===== config.mk =====
export PLATFORM = sky130hd
export DESIGN_NAME = pci_dlyrd_tgt
export DESIGN_NICKNAME = d
export VERILOG_FILES = /design/src/rtl/dlyrd_pkg.sv /design/src/rtl/dlyrd_decode.sv /design/src/rtl/dlyrd_reqlat.sv /design/src/rtl/dlyrd_rdfifo.sv /design/src/rtl/pci_dlyrd_tgt.sv
export SDC_FILE = /design/constraint.sdc
export NUM_CORES = 1
export LEC_CHECK = 0
export ABC_AREA = 1
export CAP_MARGIN = 10
export CORE_UTILIZATION = 58
export CTS_CLUSTER_DIAMETER = 100
export DETAILED_ROUTE_END_ITERATION = 8
export PLACE_DENSITY = 0.86
export SLEW_MARGIN = 20
export SYNTH_ARGS = -nofsm -noshare
export SYNTH_HDL_FRONTEND = slang
export SYNTH_SLANG_ARGS = --single-unit

===== constraint.sdc =====
create_clock -name clk -period 5 [get_ports clk]
set_input_delay 0.75 -clock clk [delete_from_list [all_inputs] [get_ports clk]]
set_output_delay 0.75 -clock clk [all_outputs]
set_load 0.02 [all_outputs]

===== src/rtl/dlyrd_pkg.sv =====
package dlyrd_pkg;
  localparam int BUS_W = 32;
  localparam int CBE_W = 4;

  localparam logic [3:0] CMD_IO_RD  = 4'b0010;
  localparam logic [3:0] CMD_IO_WR  = 4'b0011;
  localparam logic [3:0] CMD_MEM_RD = 4'b0110;
  localparam logic [3:0] CMD_MEM_WR = 4'b0111;

  typedef enum logic [1:0] {
    ST_IDLE,
    ST_DECODE,
    ST_HOLD
  } tgt_state_t;

  function automatic logic is_read(input logic [3:0] cmd);
    return (cmd == CMD_IO_RD) || (cmd == CMD_MEM_RD);
  endfunction

  function automatic logic is_claimable(input logic [3:0] cmd);
    return (cmd == CMD_IO_RD) || (cmd == CMD_IO_WR) ||
           (cmd == CMD_MEM_RD) || (cmd == CMD_MEM_WR);
  endfunction
endpackage


===== src/rtl/dlyrd_decode.sv =====
module dlyrd_decode
  import dlyrd_pkg::*;
#(
  parameter logic [BUS_W-1:0] WIN_BASE  = 32'h0000_1000,
  parameter int               WIN_BYTES = 256
) (
  input  logic [CBE_W-1:0] cmd,
  input  logic [BUS_W-1:0] addr,
  output logic             hit
);
  localparam logic [BUS_W-1:0] HI_MASK = ~(BUS_W'(WIN_BYTES) - 1'b1);

  always_comb begin
    hit = (((addr ^ WIN_BASE) & HI_MASK) == '0) && is_claimable(cmd);
  end
endmodule


===== src/rtl/dlyrd_reqlat.sv =====
module dlyrd_reqlat
  import dlyrd_pkg::*;
(
  input  logic             clk,
  input  logic             rst,
  input  logic             cap_en,
  input  logic             clr,
  input  logic [CBE_W-1:0] cmd,
  input  logic [BUS_W-1:0] addr,
  input  logic [CBE_W-1:0] be,
  output logic             pend,
  output logic             match,
  output logic [CBE_W-1:0] lat_cmd,
  output logic [BUS_W-1:0] lat_addr,
  output logic [CBE_W-1:0] lat_be
);
  always_ff @(posedge clk) begin
    if (rst) begin
      pend     <= 1'b0;
      lat_cmd  <= '0;
      lat_addr <= '0;
      lat_be   <= '0;
    end else if (clr) begin
      pend <= 1'b0;
    end else if (cap_en) begin
      pend     <= 1'b1;
      lat_cmd  <= cmd;
      lat_addr <= addr;
      lat_be   <= be;
    end
  end

  always_comb begin
    match = (cmd == lat_cmd) && (addr == lat_addr) && (be == lat_be);
  end
endmodule


===== src/rtl/dlyrd_rdfifo.sv =====
module dlyrd_rdfifo #(
  parameter int DW    = 32,
  parameter int DEPTH = 4
) (
  input  logic          clk,
  input  logic          rst,
  input  logic          push,
  input  logic [DW-1:0] wdata,
  input  logic          pop,
  output logic [DW-1:0] head,
  output logic          empty,
  output logic          full
);
  localparam int          AW   = (DEPTH > 1) ? $clog2(DEPTH) : 1;
  localparam logic [AW-1:0] LAST = AW'(DEPTH - 1);

  logic [DW-1:0] mem [DEPTH];
  logic [AW-1:0] wr_ptr, rd_ptr;
  logic [AW:0]   count;
  logic          push_ok, pop_ok;

  always_comb begin
    empty   = (count == '0);
    full    = (count == (AW+1)'(DEPTH));
    push_ok = push && !full;
    pop_ok  = pop && !empty;
    head    = mem[rd_ptr];
  end

  always_ff @(posedge clk) begin
    if (push_ok) mem[wr_ptr] <= wdata;
  end

  always_ff @(posedge clk) begin
    if (rst) begin
      wr_ptr <= '0;
      rd_ptr <= '0;
      count  <= '0;
    end else begin
      if (push_ok) wr_ptr <= (wr_ptr == LAST) ? '0 : wr_ptr + 1'b1;
      if (pop_ok)  rd_ptr <= (rd_ptr == LAST) ? '0 : rd_ptr + 1'b1;
      if (push_ok && !pop_ok)      count <= count + 1'b1;
      else if (pop_ok && !push_ok) count <= count - 1'b1;
    end
  end
endmodule


===== src/rtl/pci_dlyrd_tgt.sv =====
module pci_dlyrd_tgt
  import dlyrd_pkg::*;
#(
  parameter logic [31:0] WIN_BASE   = 32'h0000_1000,
  parameter int          WIN_BYTES  = 256,
  parameter int          FIFO_DEPTH = 4
) (
  input  logic        clk,
  input  logic        rst,
  input  logic        bypass_dly,
  input  logic        bus_frame_l,
  input  logic        bus_irdy_l,
  input  logic [31:0] bus_ad,
  input  logic [3:0]  bus_cbe_l,
  output logic        tgt_devsel_l,
  output logic        tgt_trdy_l,
  output logic        tgt_stop_l,
  output logic [31:0] tgt_ad,
  output logic        tgt_ad_oe,
  output logic        req_push,
  output logic [3:0]  req_cmd,
  output logic [31:0] req_addr,
  output logic [3:0]  req_be,
  input  logic        rd_push,
  input  logic [31:0] rd_wdata,
  output logic        rd_full
);
  tgt_state_t        state;
  logic              frame_q;
  logic [CBE_W-1:0]  a_cmd;
  logic [BUS_W-1:0]  a_addr;
  logic              give_q;
  logic              hit, pend, match, empty;
  logic [BUS_W-1:0]  head;
  logic              addr_clk, give, cap, pop;

  dlyrd_decode #(.WIN_BASE(WIN_BASE), .WIN_BYTES(WIN_BYTES)) u_dec (
    .cmd (bus_cbe_l),
    .addr(bus_ad),
    .hit (hit)
  );

  dlyrd_reqlat u_lat (
    .clk     (clk),
    .rst     (rst),
    .cap_en  (cap),
    .clr     (pop),
    .cmd     (a_cmd),
    .addr    (a_addr),
    .be      (bus_cbe_l),
    .pend    (pend),
    .match   (match),
    .lat_cmd (req_cmd),
    .lat_addr(req_addr),
    .lat_be  (req_be)
  );

  dlyrd_rdfifo #(.DW(BUS_W), .DEPTH(FIFO_DEPTH)) u_fifo (
    .clk  (clk),
    .rst  (rst),
    .push (rd_push),
    .wdata(rd_wdata),
    .pop  (pop),
    .head (head),
    .empty(empty),
    .full (rd_full)
  );

  always_comb begin
    addr_clk = (state == ST_IDLE) && !bus_frame_l && frame_q;
    give     = (state == ST_DECODE) && pend && match && !empty;
    cap      = (state == ST_DECODE) && !pend && is_read(a_cmd);
    pop      = (state == ST_HOLD) && bus_frame_l && !bus_irdy_l && give_q;
  end

  always_ff @(posedge clk) begin
    if (rst) begin
      state        <= ST_IDLE;
      frame_q      <= 1'b1;
      a_cmd        <= '0;
      a_addr       <= '0;
      give_q       <= 1'b0;
      tgt_devsel_l <= 1'b1;
      tgt_trdy_l   <= 1'b1;
      tgt_stop_l   <= 1'b1;
      tgt_ad       <= '0;
      tgt_ad_oe    <= 1'b0;
      req_push     <= 1'b0;
    end else begin
      frame_q  <= bus_frame_l;
      req_push <= 1'b0;
      unique case (state)
        ST_IDLE: begin
          if (addr_clk && hit && !bypass_dly) begin
            state  <= ST_DECODE;
            a_cmd  <= bus_cbe_l;
            a_addr <= bus_ad;
          end
        end
        ST_DECODE: begin
          state        <= ST_HOLD;
          tgt_devsel_l <= 1'b0;
          tgt_stop_l   <= 1'b0;
          if (give) begin
            tgt_trdy_l <= 1'b0;
            tgt_ad_oe  <= 1'b1;
            tgt_ad     <= head;
            give_q     <= 1'b1;
          end else if (cap) begin
            req_push <= 1'b1;
          end
        end
        ST_HOLD: begin
          if (bus_frame_l && !bus_irdy_l) begin
            state        <= ST_IDLE;
            tgt_devsel_l <= 1'b1;
            tgt_trdy_l   <= 1'b1;
            tgt_stop_l   <= 1'b1;
            tgt_ad_oe    <= 1'b0;
            give_q       <= 1'b0;
          end
        end
        default: state <= ST_IDLE;
      endcase
    end
  end
endmodule


# --- Word-level counts from Yosys, hierarchy flattened ---
# Memory sizes are Yosys's and may differ from the RTL's. A register that Yosys moved wholly into a read port is not among the register bits.
# Cells that the tools add are included.
totals:
  latch_bits: 0
  out_inout_bits: 78
  n_memories: 1
  ram_bits: 128
  word_cells: 102
  rom_bits: 0
  reg_bits: 91
classes:
  order_cmp: 0
  reduce_logical: 45
  bitwise: 3
  add_sub_neg: 4
  div_mod_pow: 0
  n_eq_ne: 17
  n_mul: 0
  n_shift: 0
  muxes: 17
memory_table:
  columns: ["name", "words", "width", "rd", "rd_clocked_by_memory_dff", "write_ports", "line_no", "rtl"]
  rows:
  - ["u_fifo.mem", 4, 32, 1, 1, 1, "dlyrd_rdfifo.sv:17", "logic [DW-1:0] mem [DEPTH];"]
op_table:
  columns: ["op", "n"]
  rows:
  - ["32-bit == test", 1]
  - ["32-bit logical NOT", 1]
  - ["1-bit logical AND", 20]
  - ["4-bit by 2-bit == test with 1-bit output, second input constant", 3]
  - ["4-bit by 3-bit == test with 1-bit output, second input constant", 3]
  - ["2-bit AND reduction", 5]
  - ["4-bit == test", 2]
  - ["1-bit logical NOT", 8]
  - ["2-bit 2-to-1 mux", 4]
  - ["1-bit 2-to-1 mux", 7]
  - ["2-bit == test, second input constant", 3]
  - ["3-bit 2-to-1 mux", 2]
  - ["1-bit one-hot mux with 2 select lines", 3]
  - ["2-bit one-hot mux with 3 select lines", 1]
  - ["2-bit by 1-bit adder with 2-bit output, second input constant", 2]
  - ["1-bit logical OR", 4]
  - ["2-bit by 1-bit inequality test with 1-bit output, second input constant", 2]
  - ["2-bit nonzero test", 2]
  - ["3-bit by 1-bit adder with 3-bit output, second input constant", 1]
  - ["3-bit == test, second input constant", 1]
  - ["3-bit logical NOT", 1]
  - ["1-bit inverter", 3]
  - ["3-bit AND reduction", 1]
  - ["3-bit OR reduction", 1]
  - ["other kinds (5)", 5]

# --- Longest topological paths before layout ---
logic_depth:
  ltp_word: 9
  depth_mapped: 14
  ltp_nobuf: 14

# --- By module ---
# From an unflattened synthesis, not the netlist that was laid out.
hier_totals:
  hier_cells: 1081
  hier_area_um2: 10403.7
modules_own_cells:
  columns: ["module", "cells_each", "n_inst", "area_per_inst_um2"]
  rows:
  - ["dlyrd_rdfifo", 380, 1, 5278.8]
  - ["pci_dlyrd_tgt", 351, 1, 2792.7]
  - ["dlyrd_reqlat", 323, 1, 2225.9]
  - ["dlyrd_decode", 27, 1, 106.4]

# --- Least setup slack after synthesis ---
# No wires, ideal clock.
synth_path:
  path_kind: "input -> register"
  start: "input rd_push"
  end: "memory u_fifo.mem[0][0], enable pin"
  setup_time_ps: 421
  arrival_ps: 2384
  cell_stages: 4
  required_ps: 4579
  path_slack_ps: 2195
  n_path_buf: 0
  path_cell_list: "inv_1 -> nor2_1 -> inv_1 -> nor2_1"
synth_via:
  elab_chain_len: 3
synth_lines:
  columns: ["element", "line_no", "rtl"]
  rows:
  - ["from (decl)", "pci_dlyrd_tgt.sv:24", "input logic rd_push,"]
  - ["1-bit logical AND", "dlyrd_rdfifo.sv:25", "push_ok = push && !full;"]
  - ["net u_fifo.push_ok", "dlyrd_rdfifo.sv:20", "logic push_ok, pop_ok;"]
  - ["1-bit 2-to-1 mux", "dlyrd_rdfifo.sv:31", "if (push_ok) mem[wr_ptr] <= wdata;"]
  - ["1-bit 2-to-1 mux (implied by the code)", "dlyrd_rdfifo.sv:31", null]
  - ["to (decl)", "dlyrd_rdfifo.sv:17", null]
# The timed path passes the listed nets, and every way through them passes these cells.

# --- Worst setup path in the final report ---
layout_path:
  start: "input bus_cbe_l[3]"
  end: "register tgt_trdy_l"
layout_via:
  elab_chain_len: 6
layout_lines:
  columns: ["element", "line_no", "rtl"]
  rows:
  - ["from (decl)", "pci_dlyrd_tgt.sv:14", "input logic [3:0] bus_cbe_l,"]
  - ["4-bit == test", "dlyrd_reqlat.sv:34", "match = (cmd == lat_cmd) && (addr == lat_addr) && (be == lat_be);"]
  - ["1-bit logical AND", "dlyrd_reqlat.sv:34", null]
  - ["1-bit logical AND (2 in series)", "pci_dlyrd_tgt.sv:71", "give = (state == ST_DECODE) && pend && match && !empty;"]
  - ["2-bit inequality test (no line)", null, null]
  - ["3-bit AND reduction (no line)", null, null]
  - ["to (signal assigned)", "pci_dlyrd_tgt.sv:84", "tgt_trdy_l <= 1'b1;"]
  - ["to (signal assigned)", "pci_dlyrd_tgt.sv:105", "tgt_trdy_l <= 1'b0;"]
  - ["to (signal assigned)", "pci_dlyrd_tgt.sv:117", "tgt_trdy_l <= 1'b1;"]
  - ["to (decl)", "pci_dlyrd_tgt.sv:16", "output logic tgt_trdy_l,"]
# No other way between the ends.
# A chain may end at the register's enable or synchronous reset.

==> results.txt <==
----------------------------------------------------
[Timing]
  Setup slack after layout ... 2.11 ns
  Setup repair after global routing missed its margin ... no
  Hold violation count in the final report ... 0
  Pins Over Slew Limit ... 0
  Final-layout setup total negative slack ... 0 ns
  Clock period minus worst slack ... 2.89 ns
  Highest achievable clock rate ... 346 MHz
  Rel. slew slack ... 28.2%
  Tcrit/Tclk final ... 57.8%
  Clk_skew ... 0.00756 ns
  Pin slew with the least headroom to its limit ... 1.07 ns
  Endpoints failing setup ... 0

[Route]
  First drt pass iteration count ... 5
  Residual DRC count ... 0
  Routed wire length per instance ... 15.5 µm
  Mean number of vias per cell ... 5.37
  Via Count ... 7568
  Post-route antenna net violation count ... 0
  Violation count after the first detailed-route iteration ... 453
  Routed Wire Length ... 21.9 mm

[Pwr]
  Static Leakage ... 4.75 nW
  Share of total power in the clock network ... 42.7%
  Sequential cell fraction of total power ... 52.7%
  Internal Dissipation ... 3.40 mW
  Net switching power ... 0.870 mW
  Power density over cell area ... 340 nW/µm²
  Combinational share of power ... 4.6%
  Switching Share ... 20.4%
  Peak supply drop ... 241 µV

[Setup path]
  Worst Setup End Kind ... flop
  Data required, critical path ... 5.36 ns
  Largest fanout of any net on the critical path ... 65
  Setup crit start kind ... input pin
  Type of the worst setup path ... in2reg
  WP data arrival ... 3.25 ns

[Die]
  Floorplan die area ... 18100 µm²
  Die width ... 134 µm
  Initial core utilization ... 59.0%
  Core area ... 17200 µm²
  Row count ... 48
  Number of ports placed on the die boundary ... 152
  Vertical die dimension ... 134 µm

[Logic synthesis]
  Synthesized flop and latch total ... 251
  Yosys warns ... 0
  Post-Syn Nets ... 1124
  Biggest area contributors in the synthesized netlist ... sky130_fd_sc_hd__edfxtp_1 (38%), sky130_fd_sc_hd__dfxtp_1 (24%), sky130_fd_sc_hd__nor2_1 (7.3%)
  Library cell with the largest summed area after synthesis ... sky130_fd_sc_hd__edfxtp_1
  Area fraction of the dominant cell type after synthesis ... 37.8%
  Mean cell area of the mapped netlist ... 9.78 µm²
  Synth Cell Area ... 10200 µm²
  Synth cell types ... 28
  Sequential share of the synthesized area ... 62.0%
  Post-synthesis instance total ... 1040

[Placed design]
  Setup slack at placement ... 1.61 ns
  Detail Placement HPWL ... 13.1 mm
  Placer's final routability congestion estimate ... 0.796
  Number of buffer cells added on primary ports ... 151

[Final layout]
  Fraction of final layout cells with drive strength greater than 1 ... 7.17%
  Most frequent cells in the layout ... sky130_fd_sc_hd__nor2_1 (194), sky130_fd_sc_hd__inv_1 (151), sky130_fd_sc_hd__clkdlybuf4s50_1 (150)
  Growth of design area from synthesis to finish ... 23.6%
  Fill cell count ... 1181
  Most common library cell in the layout ignoring fill and taps ... sky130_fd_sc_hd__nor2_1
  Diode count ... 0
  Number of nets in the layout ... 1252

[Clocking]
  Post-CTS resize count ... 0
  Clock buffers created by TritonCTS ... 24
  Root Buffer Master ... sky130_fd_sc_hd__clkbuf_16
  Clock input transition at the sequential cells of the worst setup and hold paths ... 0.06 ns
  Deepest level of the CTS H-tree ... 1
  # Post-CTS Setup Buffers ... 0
  Clock latency reported for the late side of the worst-skew pair ... 0.51 ns
  Hold-fix buffers at CTS ... 0
  CTS tree ... built
  Count of clock tree sinks ... 251
  Number of buffers on the longest clock path ... 3

[Global route]
  Wire length of the first global-routing pass ... 34.9 mm
  Total grt overflow ... 0
  Largest net degree at the start of global routing ... 76
  Vias in the first global route ... 7462
  Initial antenna violation count ... 0
  Gr usage total ... 24.4%

[Run]
  Max cap viols ... 0

[Min path]
  Path type of the worst min-delay path ... reg2reg

[Outcome]
  Result of the run ... complete, no violations

----------------------------------------------------
flip-flops by register name, summed over array words and instances, names as in the netlist:
register        flops
u_fifo.count        3
u_fifo.rd_ptr       2
frame_q             1
u_lat.lat_addr     32
a_cmd               4
give_q              1
tgt_stop_l          1
u_fifo.wr_ptr       2
u_fifo.mem        128
tgt_trdy_l          1
u_lat.pend          1
req_push            1
tgt_ad             32
a_addr             32
state               2
u_lat.lat_be        4
u_lat.lat_cmd       4
cells by family (layout without fill, tap and decap cells):
| logic type | Yosys count | after routing | share of synthesized area, % |
|---|---|---|---|
| AOI/OAI and AO/OA | 198 | 198 | 13.4 |
| and+or+nand+nor | 366 | 366 | 14.4 |
| xor gates and xnor gates | 7 | 7 | 0.603 |
| adders and majority gates | 10 | 10 | 1.30 |
| DFF | 251 | 251 | 62.0 |
| buffers and inverters | 208 | 353 | 8.32 |
worst max-delay path, stage by stage:
cell and delay (ns):
sky130_fd_sc_hd__clkdlybuf4s50_1 0.49, sky130_fd_sc_hd__inv_1 0.06, sky130_fd_sc_hd__nand2_1 0.06, sky130_fd_sc_hd__nand3_1 0.08
sky130_fd_sc_hd__nor2_1 0.13, sky130_fd_sc_hd__nand3_1 0.09, sky130_fd_sc_hd__nor2_1 0.22, sky130_fd_sc_hd__nand3_4 0.75
sky130_fd_sc_hd__nand2_1 0.38, sky130_fd_sc_hd__nand2_1 0.11, sky130_fd_sc_hd__nand2_1 0.08, sky130_fd_sc_hd__nand3_1 0.06
cells in the mapped netlist:
cell / instances
sky130_fd_sc_hd__nor2_4: 1
sky130_fd_sc_hd__nor3_2: 1
sky130_fd_sc_hd__and2_1: 2
sky130_fd_sc_hd__dfxtp_1: 123
sky130_fd_sc_hd__xnor2_1: 4
sky130_fd_sc_hd__o22ai_1: 1
sky130_fd_sc_hd__ha_1: 9
sky130_fd_sc_hd__o21ai_0: 85
sky130_fd_sc_hd__nand2_1: 118
sky130_fd_sc_hd__o32ai_1: 32
sky130_fd_sc_hd__a211oi_2: 30
sky130_fd_sc_hd__a21oi_1: 41
sky130_fd_sc_hd__nor3_1: 6
sky130_fd_sc_hd__nand3_1: 33
sky130_fd_sc_hd__fa_1: 1
sky130_fd_sc_hd__nand3_2: 1
sky130_fd_sc_hd__nor4_1: 3
sky130_fd_sc_hd__buf_6: 4
sky130_fd_sc_hd__clkbuf_1: 32
sky130_fd_sc_hd__a211oi_1: 9
sky130_fd_sc_hd__buf_4: 5
sky130_fd_sc_hd__inv_2: 1
sky130_fd_sc_hd__nand4_1: 3
sky130_fd_sc_hd__nor2_1: 198
sky130_fd_sc_hd__inv_1: 153
sky130_fd_sc_hd__edfxtp_1: 128
sky130_fd_sc_hd__xor2_1: 3
sky130_fd_sc_hd__buf_2: 13
through the flow:
step / cells / power [mW] / cell area, µm² / utilization [%] / hold WS, ns
after floorplan: 1040 / 2.38 / 10200 / - / 0.436
after global placement: 1367 / 2.49 / 11800 / 68.3 / 0.444
after detailed placement: 1367 / 2.49 / 11800 / 68.3 / 0.455
after CTS: 1410 / 4.29 / 12600 / 72.9 / 0.464
after global routing: 1410 / 4.40 / 12600 / 72.9 / 0.490
final: 1410 / 4.27 / 12600 / 72.9 / 0.461
routing by layer:
layer	track usage (%)	wire [µm]	share of wire, %
met5	0	0	0
met4	7.62	430	2.0
met2	43.1	11100	51
met1	29.6	8790	40
met3	5.52	1560	7.1
power groups by stage:
stage                     Combinational (mW)  Sequential, mW  Clock [mW]
final                                  0.197            2.25        1.82
after global routing                   0.217            2.26        1.92
after CTS                              0.199            2.25        1.84
after detailed placement               0.197            2.30           0
after global placement                 0.193            2.29           0
after floorplan                       0.0882            2.29           0
worst paths after layout:
| path | start | to | slack, ns | cells after the start |
|---|---|---|---|---|
| max | bus_cbe_l[3] | tgt_trdy_l$_SDFFE_PP1P_ | 2.11 | 12 |
| min | a_addr[9]$_SDFFE_PP0P_ | a_addr[9]$_SDFFE_PP0P_ | 0.46 | 2 |
| max reg2reg | u_fifo.rd_ptr[0]$_SDFFE_PP0P_ | tgt_ad[0]$_SDFFE_PP0P_ | 2.28 | 5 |
| min reg2reg | a_addr[9]$_SDFFE_PP0P_ | a_addr[9]$_SDFFE_PP0P_ | 0.46 | 2 |
area by class of cell:
| class | count | area (µm²) | share of cell area (%) |
|---|---|---|---|
| flip-flops and latches | 251 | 6310 | 50.2 |
| multi-input cells | 581 | 3050 | 24.3 |
| repair buffers | 156 | 1540 | 12.3 |
| clock buffers | 32 | 662 | 5.27 |
| inverters | 154 | 579 | 4.61 |
| well taps | 225 | 282 | 2.24 |
| clock inverters | 11 | 133 | 1.06 |
Power figures use the tool's default switching activity.
